## src/rtl/gdio_pkg.sv

```systemverilog
// Package: shared constants and types for the grouped-direction I/O port.
// Assumes a 16-bit local bus with word addressing.
package gdio_pkg;

    localparam int BUS_W = 16;

    // Control word layout; the bus decoder and the datapath both rely on it
    typedef struct packed {
        logic lock_in;   // bit 2: freeze input register
        logic hold_out;  // bit 1: freeze pins, buffer writes
        logic oe_en;     // bit 0: global output enable
    } ctrl_t;

    localparam int CTRL_W = $bits(ctrl_t);

endpackage

```

## src/rtl/gdio_sync.sv

```systemverilog
// Module: multi-stage flop synchronizer for a vector of asynchronous inputs.
// Assumes each bit is independent; no bus coherency is implied.
module gdio_sync #(
    parameter int WIDTH  = 64,
    parameter int STAGES = 2
) (
    input  logic             clk,
    input  logic             rst_n,
    input  logic [WIDTH-1:0] d,
    output logic [WIDTH-1:0] q
);

    logic [WIDTH-1:0] stage_q [STAGES];

    generate
        for (genvar s = 0; s < STAGES; s++) begin : g_stage
            if (s == 0) begin : g_first
                // Purpose: first capture of the raw pin level
                always_ff @(posedge clk) begin
                    if (!rst_n) stage_q[s] <= '0;
                    else        stage_q[s] <= d;
                end
            end else begin : g_next
                // Purpose: additional settling stage
                always_ff @(posedge clk) begin
                    if (!rst_n) stage_q[s] <= '0;
                    else        stage_q[s] <= stage_q[s-1];
                end
            end
        end
    endgenerate

    assign q = stage_q[STAGES-1];

endmodule

```

## src/rtl/gdio_capture.sv

```systemverilog
// Module: input register fed by the synchronizer, with a lock control.
// Assumes lock is a registered control bit; while it is high the register holds.
module gdio_capture #(
    parameter int WIDTH     = 64,
    parameter int SYNC_DEPTH = 2
) (
    input  logic             clk,
    input  logic             rst_n,
    input  logic [WIDTH-1:0] pin_in,
    input  logic             lock,
    output logic [WIDTH-1:0] in_q
);

    logic [WIDTH-1:0] pin_sync;

    gdio_sync #(
        .WIDTH  (WIDTH),
        .STAGES (SYNC_DEPTH)
    ) u_sync (
        .clk   (clk),
        .rst_n (rst_n),
        .d     (pin_in),
        .q     (pin_sync)
    );

    // Purpose: sample synchronized pins unless inputs are locked
    always_ff @(posedge clk) begin
        if (!rst_n)     in_q <= '0;
        else if (!lock) in_q <= pin_sync;
    end

endmodule

```

## src/rtl/gdio_drive.sv

```systemverilog
// Module: applied output data and per-pin enables.
// Assumes shadow_nxt already carries a same-cycle bus write; hold freezes the
// applied data, and enables are expanded from one bit per group.
module gdio_drive #(
    parameter int NUM_GROUPS = 8,
    parameter int GROUP_W    = 8,
    localparam int PIN_W     = NUM_GROUPS * GROUP_W
) (
    input  logic                  clk,
    input  logic                  rst_n,
    input  logic [PIN_W-1:0]      shadow_nxt,
    input  logic                  hold,
    input  logic                  oe_en,
    input  logic [NUM_GROUPS-1:0] dir_q,
    output logic [PIN_W-1:0]      live_q,
    output logic [PIN_W-1:0]      pin_out,
    output logic [PIN_W-1:0]      pin_oe
);

    // Purpose: apply buffered output data whenever hold is released
    always_ff @(posedge clk) begin
        if (!rst_n)     live_q <= '0;
        else if (!hold) live_q <= shadow_nxt;
    end

    generate
        for (genvar g = 0; g < NUM_GROUPS; g++) begin : g_grp
            // Purpose: one direction bit plus global enable drive a whole group
            assign pin_oe[g*GROUP_W +: GROUP_W] = {GROUP_W{oe_en & dir_q[g]}};
        end
    endgenerate

    assign pin_out = live_q & pin_oe;

endmodule

```

## src/rtl/gdio_regs.sv

```systemverilog
// Module: local-bus register file: output shadow, direction, control, readback.
// Assumes word addressing; input words at 0.., output words next, then
// direction, then control; every other address reads zero and ignores writes.
module gdio_regs
    import gdio_pkg::*;
#(
    parameter int NUM_GROUPS = 8,
    parameter int GROUP_W    = 8,
    parameter int ADDR_W     = 4,
    localparam int PIN_W     = NUM_GROUPS * GROUP_W,
    localparam int WORDS     = PIN_W / BUS_W,
    localparam int IN_BASE   = 0,
    localparam int OUT_BASE  = WORDS,
    localparam int DIR_ADDR  = 2 * WORDS,
    localparam int CTRL_ADDR = 2 * WORDS + 1
) (
    input  logic                  clk,
    input  logic                  rst_n,
    input  logic [ADDR_W-1:0]     bus_addr,
    input  logic                  bus_wr,
    input  logic [BUS_W-1:0]      bus_wdata,
    output logic [BUS_W-1:0]      bus_rdata,
    input  logic [PIN_W-1:0]      in_q,
    output logic [PIN_W-1:0]      shadow_nxt,
    output logic [NUM_GROUPS-1:0] dir_q,
    output ctrl_t                 ctrl_q
);

    logic [PIN_W-1:0] shadow_q;
    logic             dir_hit;
    logic             ctrl_hit;

    assign dir_hit  = (bus_addr == ADDR_W'(DIR_ADDR));
    assign ctrl_hit = (bus_addr == ADDR_W'(CTRL_ADDR));

    // Purpose: merge a bus write into the next output shadow value
    always_comb begin
        shadow_nxt = shadow_q;
        for (int k = 0; k < WORDS; k++) begin
            if (bus_wr && bus_addr == ADDR_W'(OUT_BASE + k))
                shadow_nxt[k*BUS_W +: BUS_W] = bus_wdata;
        end
    end

    // Purpose: store the output shadow
    always_ff @(posedge clk) begin
        if (!rst_n) shadow_q <= '0;
        else        shadow_q <= shadow_nxt;
    end

    // Purpose: store the direction bits (upper data bits dropped)
    always_ff @(posedge clk) begin
        if (!rst_n)                dir_q <= '0;
        else if (bus_wr && dir_hit) dir_q <= bus_wdata[NUM_GROUPS-1:0];
    end

    // Purpose: store the control word
    always_ff @(posedge clk) begin
        if (!rst_n)                 ctrl_q <= '0;
        else if (bus_wr && ctrl_hit) ctrl_q <= ctrl_t'(bus_wdata[CTRL_W-1:0]);
    end

    // Purpose: combinational read multiplexer
    always_comb begin
        bus_rdata = '0;
        for (int k = 0; k < WORDS; k++) begin
            if (bus_addr == ADDR_W'(IN_BASE + k))
                bus_rdata = in_q[k*BUS_W +: BUS_W];
            if (bus_addr == ADDR_W'(OUT_BASE + k))
                bus_rdata = shadow_q[k*BUS_W +: BUS_W];
        end
        if (dir_hit)  bus_rdata = BUS_W'(dir_q);
        if (ctrl_hit) bus_rdata = BUS_W'(ctrl_q);
    end

endmodule

```

## src/rtl/gdio_port.sv

```systemverilog
// Module: top of the grouped-direction digital I/O port.
// Assumes pin_in is asynchronous and the bus is synchronous to clk.
module gdio_port
    import gdio_pkg::*;
#(
    parameter int NUM_GROUPS = 8,
    parameter int GROUP_W    = 8,
    parameter int ADDR_W     = 4,
    parameter int SYNC_DEPTH = 2,
    localparam int PIN_W     = NUM_GROUPS * GROUP_W
) (
    input  logic              clk,
    input  logic              rst_n,
    input  logic [PIN_W-1:0]  pin_in,
    output logic [PIN_W-1:0]  pin_out,
    output logic [PIN_W-1:0]  pin_oe,
    input  logic [ADDR_W-1:0] bus_addr,
    input  logic              bus_wr,
    input  logic [BUS_W-1:0]  bus_wdata,
    output logic [BUS_W-1:0]  bus_rdata
);

    logic [PIN_W-1:0]      in_q;
    logic [PIN_W-1:0]      shadow_nxt;
    logic [PIN_W-1:0]      live_q;
    logic [NUM_GROUPS-1:0] dir_q;
    ctrl_t                 ctrl_q;
    logic                  oe_en_w;
    logic                  hold_w;
    logic                  lock_w;

    assign oe_en_w = ctrl_q.oe_en;
    assign hold_w  = ctrl_q.hold_out;
    assign lock_w  = ctrl_q.lock_in;

    gdio_regs #(
        .NUM_GROUPS (NUM_GROUPS),
        .GROUP_W    (GROUP_W),
        .ADDR_W     (ADDR_W)
    ) u_regs (
        .clk        (clk),
        .rst_n      (rst_n),
        .bus_addr   (bus_addr),
        .bus_wr     (bus_wr),
        .bus_wdata  (bus_wdata),
        .bus_rdata  (bus_rdata),
        .in_q       (in_q),
        .shadow_nxt (shadow_nxt),
        .dir_q      (dir_q),
        .ctrl_q     (ctrl_q)
    );

    gdio_capture #(
        .WIDTH      (PIN_W),
        .SYNC_DEPTH (SYNC_DEPTH)
    ) u_capture (
        .clk    (clk),
        .rst_n  (rst_n),
        .pin_in (pin_in),
        .lock   (lock_w),
        .in_q   (in_q)
    );

    gdio_drive #(
        .NUM_GROUPS (NUM_GROUPS),
        .GROUP_W    (GROUP_W)
    ) u_drive (
        .clk        (clk),
        .rst_n      (rst_n),
        .shadow_nxt (shadow_nxt),
        .hold       (hold_w),
        .oe_en      (oe_en_w),
        .dir_q      (dir_q),
        .live_q     (live_q),
        .pin_out    (pin_out),
        .pin_oe     (pin_oe)
    );

endmodule

```

## config.mk

```make
export PLATFORM = sky130hd
export DESIGN_NAME = gdio_port
export DESIGN_NICKNAME = d
export VERILOG_FILES = /design/src/rtl/gdio_pkg.sv /design/src/rtl/gdio_sync.sv /design/src/rtl/gdio_capture.sv /design/src/rtl/gdio_drive.sv /design/src/rtl/gdio_regs.sv /design/src/rtl/gdio_port.sv
export SDC_FILE = /design/constraint.sdc
export NUM_CORES = 1
export LEC_CHECK = 0
export BUFFER_PORTS_ARGS = -buffer_cell sky130_fd_sc_hd__buf_2
export CAP_MARGIN = 30
export CELL_PAD_IN_SITES_DETAIL_PLACEMENT = 1
export CELL_PAD_IN_SITES_GLOBAL_PLACEMENT = 1
export CORE_MARGIN = 2
export CORE_UTILIZATION = 48
export CTS_BUF_LIST = sky130_fd_sc_hd__clkbuf_8
export DETAILED_ROUTE_END_ITERATION = 8
export GPL_TIMING_DRIVEN = 0
export PLACE_DENSITY_LB_ADDON = 0.2
export SLEW_MARGIN = 30
export SYNTH_ARGS = -nofsm -noshare
export SYNTH_HDL_FRONTEND = slang
export SYNTH_SLANG_ARGS = --single-unit
```

## constraint.sdc

```tcl
create_clock -name clk -period 2.9 [get_ports clk]
set_input_delay 0.58 -clock clk [delete_from_list [all_inputs] [get_ports clk]]
set_output_delay 0.58 -clock clk [all_outputs]
set_load 0.05 [all_outputs]
```

==> results.yml, run 1 <==
detailed_routing:
  wl_per_cell_um: 22.2
  vias: 10911
  vias_per_cell: 5.32
  initialDrtViolationCount: 697
  drtAntennaViolNets: 0
  firstDrtPassIters: 5
  routed_wl_mm: 45.5
  drc: 0
grt:
  gr-usage-met3_pct: 5.13
  grt_pass1_wl_mm: 66.7
  global_route.peak_usage_layer: "met2"
  use_met2_pct: 52.0
  track_usage_pct: 30.2
  grt_max_degree: 15
  grt_antenna_before_repair: 2
  grt_use_met1_pct: 38.6
  grt_overflow: 0
  grt_pass1_vias: 11301
timing:
  finalWorstSetupSlack_ns: -0.0214
  slew-limit-headroom_pct: 37.6
  setup_viol: 1
  hold_violations: 0
  maxSlewViolCount: 0
  finalCritPeriodShare_pct: 101
  tightest_slew_ns: 0.936
  fin_worst_skew_ns: 0.00977
  min_period_ns: 2.92
  max_freq_mhz: 342
clock_network:
  cts_buffers: 53
  clk_root_buffer_cell: "clkbuf_8"
  clock_path_buffers: 3
  numClockSinks: 331
  cts_tree: "yes"
  cts.htree.levels: 2
  clkLatencyLatePin_ns: 0.58
  clk_transition_reported_paths_ns: 0.06
synth:
  yosys_warnings: 0
  synth_area_per_cell_um2: 10.1
  synth_nets: 1432
  synth_edf_count: 0
  async_flop_share_pct: 0
  syn_inst: 1345
  synth_area_mm2: 0.0135
  ys.flop_type: "dfxtp_1"
  synth_cell_types: 51
  synth-seq-cells: 331
  ys_seq_area_share_pct: 49.0
cells_and_area:
  area_growth_pct: 23.3
  fin_cells: 2052
  final_layout_size_suffix_gt1_share_pct: 31.7
  nNetsFinal: 1717
  post-route-util_pct: 60.0
power:
  power_switching_uw: 2400
  p_leak_uw: 0.00823
  p_clk_share_pct: 43.2
  p_comb_share_pct: 7.7
  p_sw_share_pct: 24.8
  cellInternalPower_uw: 7270
  seqPwrFrac_pct: 49.1
  fin_total_pwr_uw: 9670
  cellPowerDensity_mw_per_mm2: 580
  irDropWorstVdd_mv: 0.409
status:
  violations: "negative setup slack"
  outcome: "finished with violations"
floorplanning:
  initial_utilization_pct: 48.7
  core_area_mm2: 0.0278
  fp.dieW_um: 172
  die_y_um: 172
  dieArea_mm2: 0.0295
  rows: 61
  io_pins: 231
critical_path:
  cp-start-kind: "input port"
  reg2reg_slack_ns: 0.23
  setup.worst_path.class: "in -> out"
  worstPathMaxFanout: 10
  critPathCaptureType: "output port"
  worst_ep_arrival_time_ns: 2.34
  critPathRequiredTime_ns: 2.32
flow_run:
  max-cap-violations: 0
worst_hold_path:
  hold_path_class: "in -> reg"
place:
  dp_hpwl_mm: 33.7
  place_ws_ns: -0.456
  io_buffers: 229
  place_inst: 1952
  gp_congestion: 0.926
[synth_stat cells (all sizes together), types with 4 or more instances]
master  count  area share (%)
o211a      63             4.7
inv        14            0.39
buf        84             4.4
o21ai      30             1.1
mux2i      76             5.6
nand2      17            0.47
and3       64             3.0
nand2b     68             3.1
o22ai       6            0.28
a21oi      17            0.63
o21bai      8            0.44
mux4        5            0.83
nor2b       5            0.23
dfxtp     331              49
a221oi      9            0.58
mux2       65             5.7
nand3       9            0.33
or2        10            0.46
and2      202             9.3
nor3b       9            0.50
a211oi     22             1.2
nand3b     13            0.81
clkbuf     83             2.3
nor3       12            0.48
o221ai      4            0.26
nor2      102             2.8
[routing by layer]
layer,share of wire [%],vias up
met1,43,5421
met4,2.6,0
met2,49,330
met3,5.2,76
met5,0,-
li1,-,5084
[per-stage QoR]
stage               area [um2]  setup TNS (ns)  hold WS [ns]
floorplan                13600         -0.0187         0.412
global placement         15200           -4.29         0.414
detailed placement       15200           -4.52         0.419
CTS                      16500         -0.0269         0.172
global route             16700         -0.0264         0.181
finish                   16700         -0.0214         0.194
[final cells by class]
cell class,instances,area (um2)
inverters,15,56.3
clock buffers,68,936
flip-flops and latches,331,6630
diodes,1,2.50
plain buffers,164,980
multi-input cells,832,6150
fillers,3213,11100
well taps,378,473
clock inverters,30,199
repair buffers,233,1250
[power groups by stage]
| stage | clock (uW) | sequential (uW) | combinational [uW] |
|---|---|---|---|
| after global routing | 4470 | 4760 | 798 |
| final | 4180 | 4750 | 744 |
| after floorplan | 0 | 4810 | 429 |
| after detailed placement | 0 | 4850 | 672 |
| after global placement | 0 | 4840 | 654 |
| after CTS | 4250 | 4750 | 708 |
[registers in the layout, indices dropped and copies added, names as in the netlist]
name and count:
u_regs.dir_q 8, u_regs.ctrl_q 3, u_regs.shadow_q 64, u_capture.in_q 64
u_drive.live_q 64, u_capture.u_sync.stage_q 128
[final timing paths]
check | startpoint | to | cells after the start
min reg2reg | u_capture.u_sync.stage_q[0][13] | u_capture.u_sync.stage_q[1][13] | 1
max | bus_addr[0] | bus_rdata[10] | 9
min | pin_in[17] | u_capture.u_sync.stage_q[0][17] | 2
max reg2reg | u_regs.ctrl_q[1] | u_regs.ctrl_q[1] | 5
[cell usage in the layout (no fill, tap or decap), types with 13 or more instances in the layout]
master,Yosys,final
buf_6,4,13
buf_2,12,229
dfxtp_1,331,331
nand2_1,17,17
a211oi_1,22,19
clkbuf_8,0,70
inv_1,13,27
clkbuf_1,83,64
and2_1,202,202
nor2_1,101,97
mux2i_1,76,75
mux2_2,55,55
and3_1,64,64
o211a_1,63,63
buf_4,58,70
a21oi_1,17,15
o21ai_0,30,27
nand2b_1,68,67
[kinds of logic after synthesis]
kind of cell / count (synthesis) / synth area share, %
buf+inv: 182 / 7.08
mux: 146 / 12.1
flops: 331 / 49.0
compound gates: 166 / 9.63
simple gates: 520 / 22.1
[worst max-delay path: stages]
cell and delay, ns:
buf_2 0.14, buf_8 0.13, buf_8 0.15, clkbuf_8 0.19, o21bai_1 0.11, a221oi_4 0.37
a211oi_1 0.15, nor3_2 0.31, buf_6 0.20
[timing repair]
item / in CTS / in global routing
endpoints found under the setup margin: 96 / 16
hold buffers: 0 / 0
setup buffers: 2 / 2
resized for setup: 60 / 43
pin swaps: 5 / 9
No activity file was read; power rests on OpenSTA's default activity.
==> run 2: changes to the inputs <==
--- a/config.mk
+++ b/config.mk
@@ -10,7 +10,7 @@
 export CELL_PAD_IN_SITES_DETAIL_PLACEMENT = 1
 export CELL_PAD_IN_SITES_GLOBAL_PLACEMENT = 1
 export CORE_MARGIN = 2
-export CORE_UTILIZATION = 48
+export CORE_UTILIZATION = 41
 export CTS_BUF_LIST = sky130_fd_sc_hd__clkbuf_8
 export DETAILED_ROUTE_END_ITERATION = 8
 export GPL_TIMING_DRIVEN = 0
==> constraint.sdc (replaced) <==
create_clock -name clk -period 2.5 [get_ports clk]
set_input_delay 0.5 -clock clk [delete_from_list [all_inputs] [get_ports clk]]
set_output_delay 0.5 -clock clk [all_outputs]
set_load 0.05 [all_outputs]
==> run 2 against run 1 <==
Non-clock buffer count increased by 19. The flow still finishes with violations (negative setup slack). Register-to-register slack improved by 0.04 ns. Critical path type unchanged. First-iteration DRC count decreased by 37%. Clock power increased by 6.9%. Largest power group unchanged.
==> results.yml, run 2 (same netlist as run 1, synthesis figures left out) <==
timing:
  max_freq_mhz: 394
  setup_tns_ns: -0.213
  fin_worst_skew_ns: 0.0103
  slew-limit-headroom_pct: 40.1
  maxSlewViolCount: 0
  finalCritPeriodShare_pct: 102
  rsz0062_at_grt: "yes"
  finalWorstSetupSlack_ns: -0.0411
  tightest_slew_ns: 0.898
  hold_violations: 0
  min_period_ns: 2.54
  setup_viol: 8
detailed_routing:
  vias: 10857
  routed_wl_mm: 45.4
  vias_per_cell: 5.11
  firstDrtPassIters: 5
  initialDrtViolationCount: 438
  drtAntennaViolNets: 0
  drc: 0
  wl_per_cell_um: 21.4
clock_network:
  clock_path_buffers: 3
  cts_tree: "yes"
  cts_buffers: 55
  numClockSinks: 331
  clk_transition_reported_paths_ns: 0.06
  clkLatencyLatePin_ns: 0.59
  clk_root_buffer_cell: "clkbuf_8"
  cts.htree.levels: 2
place:
  gp_congestion: 0.904
  dp_hpwl_mm: 33.5
  place_ws_ns: -0.745
  post_dp_cell_area_mm2: 0.0154
  io_buffers: 229
grt:
  grt_pass1_vias: 11050
  grt_max_degree: 14
  grt_antenna_before_repair: 2
  grt_pass1_wl_mm: 65.6
  track_usage_pct: 25.8
  grt_overflow: 0
power:
  irDropWorstVdd_mv: 0.454
  cellPowerDensity_mw_per_mm2: 624
  fin_total_pwr_uw: 11000
  p_leak_uw: 0.00850
floorplanning:
  core_area_mm2: 0.0325
  io_pins: 231
  die_y_um: 186
  fp.dieW_um: 186
  dieArea_mm2: 0.0345
  rows: 66
  initial_utilization_pct: 41.6
critical_path:
  critical-path-slowest-cell: "nand3b_1"
  setup.worst_path.class: "in -> out"
  reg2reg_slack_ns: 0.27
  worst_ep_arrival_time_ns: 2.04
  cp-start-kind: "input port"
  critPathRequiredTime_ns: 2.00
  path_common_cell: "buf_8"
  worstPathMaxFanout: 6
  max_stage_delay_ns: 0.26
  path_cells: "buf_12 -> buf_8 -> clkbuf_16 -> nand3b_1 -> buf_8 -> nor2_4 -> a211oi_2 -> nor3_4 -> buf_6"
  critPathCaptureType: "output port"
cells_and_area:
  area_growth_pct: 30.4
  fill_cells: 3652
  final_cell_mix: "320 x dfxtp_1, 191 x and2_1, 164 x buf_2"
  largest_reg_flops: 128
  regMostFlops: "u_capture.u_sync.stage_q"
  regArea_mm2: 0.00664
  final_layout_size_suffix_gt1_share_pct: 36.5
  multi_input_area_mm2: 0.00660
  fin_area_mm2: 0.0176
  nNetsFinal: 1738
  final_common_cell: "dfxtp_1"
flow_run:
  max-cap-violations: 0
status:
  outcome: "finished with violations"
  violations: "negative setup slack"
worst_hold_path:
  hold_path_class: "in -> reg"
[run 2: cell count changes in the layout (fill, tap and decap cells not counted), moves of 12 or more]
cell,delta
buf_6,+12
buf_4,+59
a211oi_1,-14
clkbuf_1,-14
buf_2,-65
[run 2: power by group]
group / switching [uW] / internal, uW
Sequential: 73.0 / 5440
Clock: 2080 / 2390
Combinational: 582 / 427
Total: 2730 / 8260
[run 2: worst max-delay path, delay by kind of cell]
kind,cells,cell delay [ns]
buffers and inverters,5,0.78
AND/OR/NAND/NOR,3,0.66
AO/OA/AOI/OAI,1,0.09
[run 2: path summary, 6_finish.rpt]
kind	from	end	cells past startpoint
worst max register to register	u_regs.ctrl_q[1]	u_drive.live_q[36]	4
worst min-delay path	pin_in[29]	u_capture.u_sync.stage_q[0][29]	2
worst min register to register	u_capture.u_sync.stage_q[0][34]	u_capture.u_sync.stage_q[1][34]	1
worst max-delay path	bus_addr[1]	bus_rdata[13]	9
[run 2: area by class of cell]
cell class                      instances  share of cell area [%]
Sequential cell                       331                    37.7
Timing Repair Buffer                  252                    9.27
Multi-Input combinational cell        832                    37.4
Antenna cell                            1                  0.0142
Clock buffer                           64                    5.00
Buffer                                164                    6.42
Tap cell                              442                    3.14
Inverter                               15                   0.334
Clock inverter                         24                   0.724
[run 2: timing repair]
action                                  CTS  global route
endpoints found under the setup margin  142            56
pin swaps                                25            34
setup buffers                            11             6
hold buffers                              0             0
resized for setup                       270            61
cloned                                    5             1
[run 2: per-stage QoR]
| step | hold slack, ns | utilization (%) | std cells |
|---|---|---|---|
| 2_1_floorplan | 0.412 | - | 1345 |
| 3_3_place_gp | 0.414 | 47.2 | 2016 |
| 3_5_place_dp | 0.422 | 47.2 | 2016 |
| 4_1_cts | 0.0821 | 53.4 | 2118 |
| 5_1_grt | 0.0925 | 54.2 | 2125 |
| 6_report | 0.106 | 54.2 | 2125 |
[run 2: layer usage]
layer	GRT usage (%)	part of all wire, %	up-vias	wire length, um
li1	-	-	5120	-
met2	43.9	49	310	22300
met4	7.94	2.3	0	1040
met3	5.15	5.3	66	2430
met1	32.9	43	5361	19700
met5	0	0	-	0
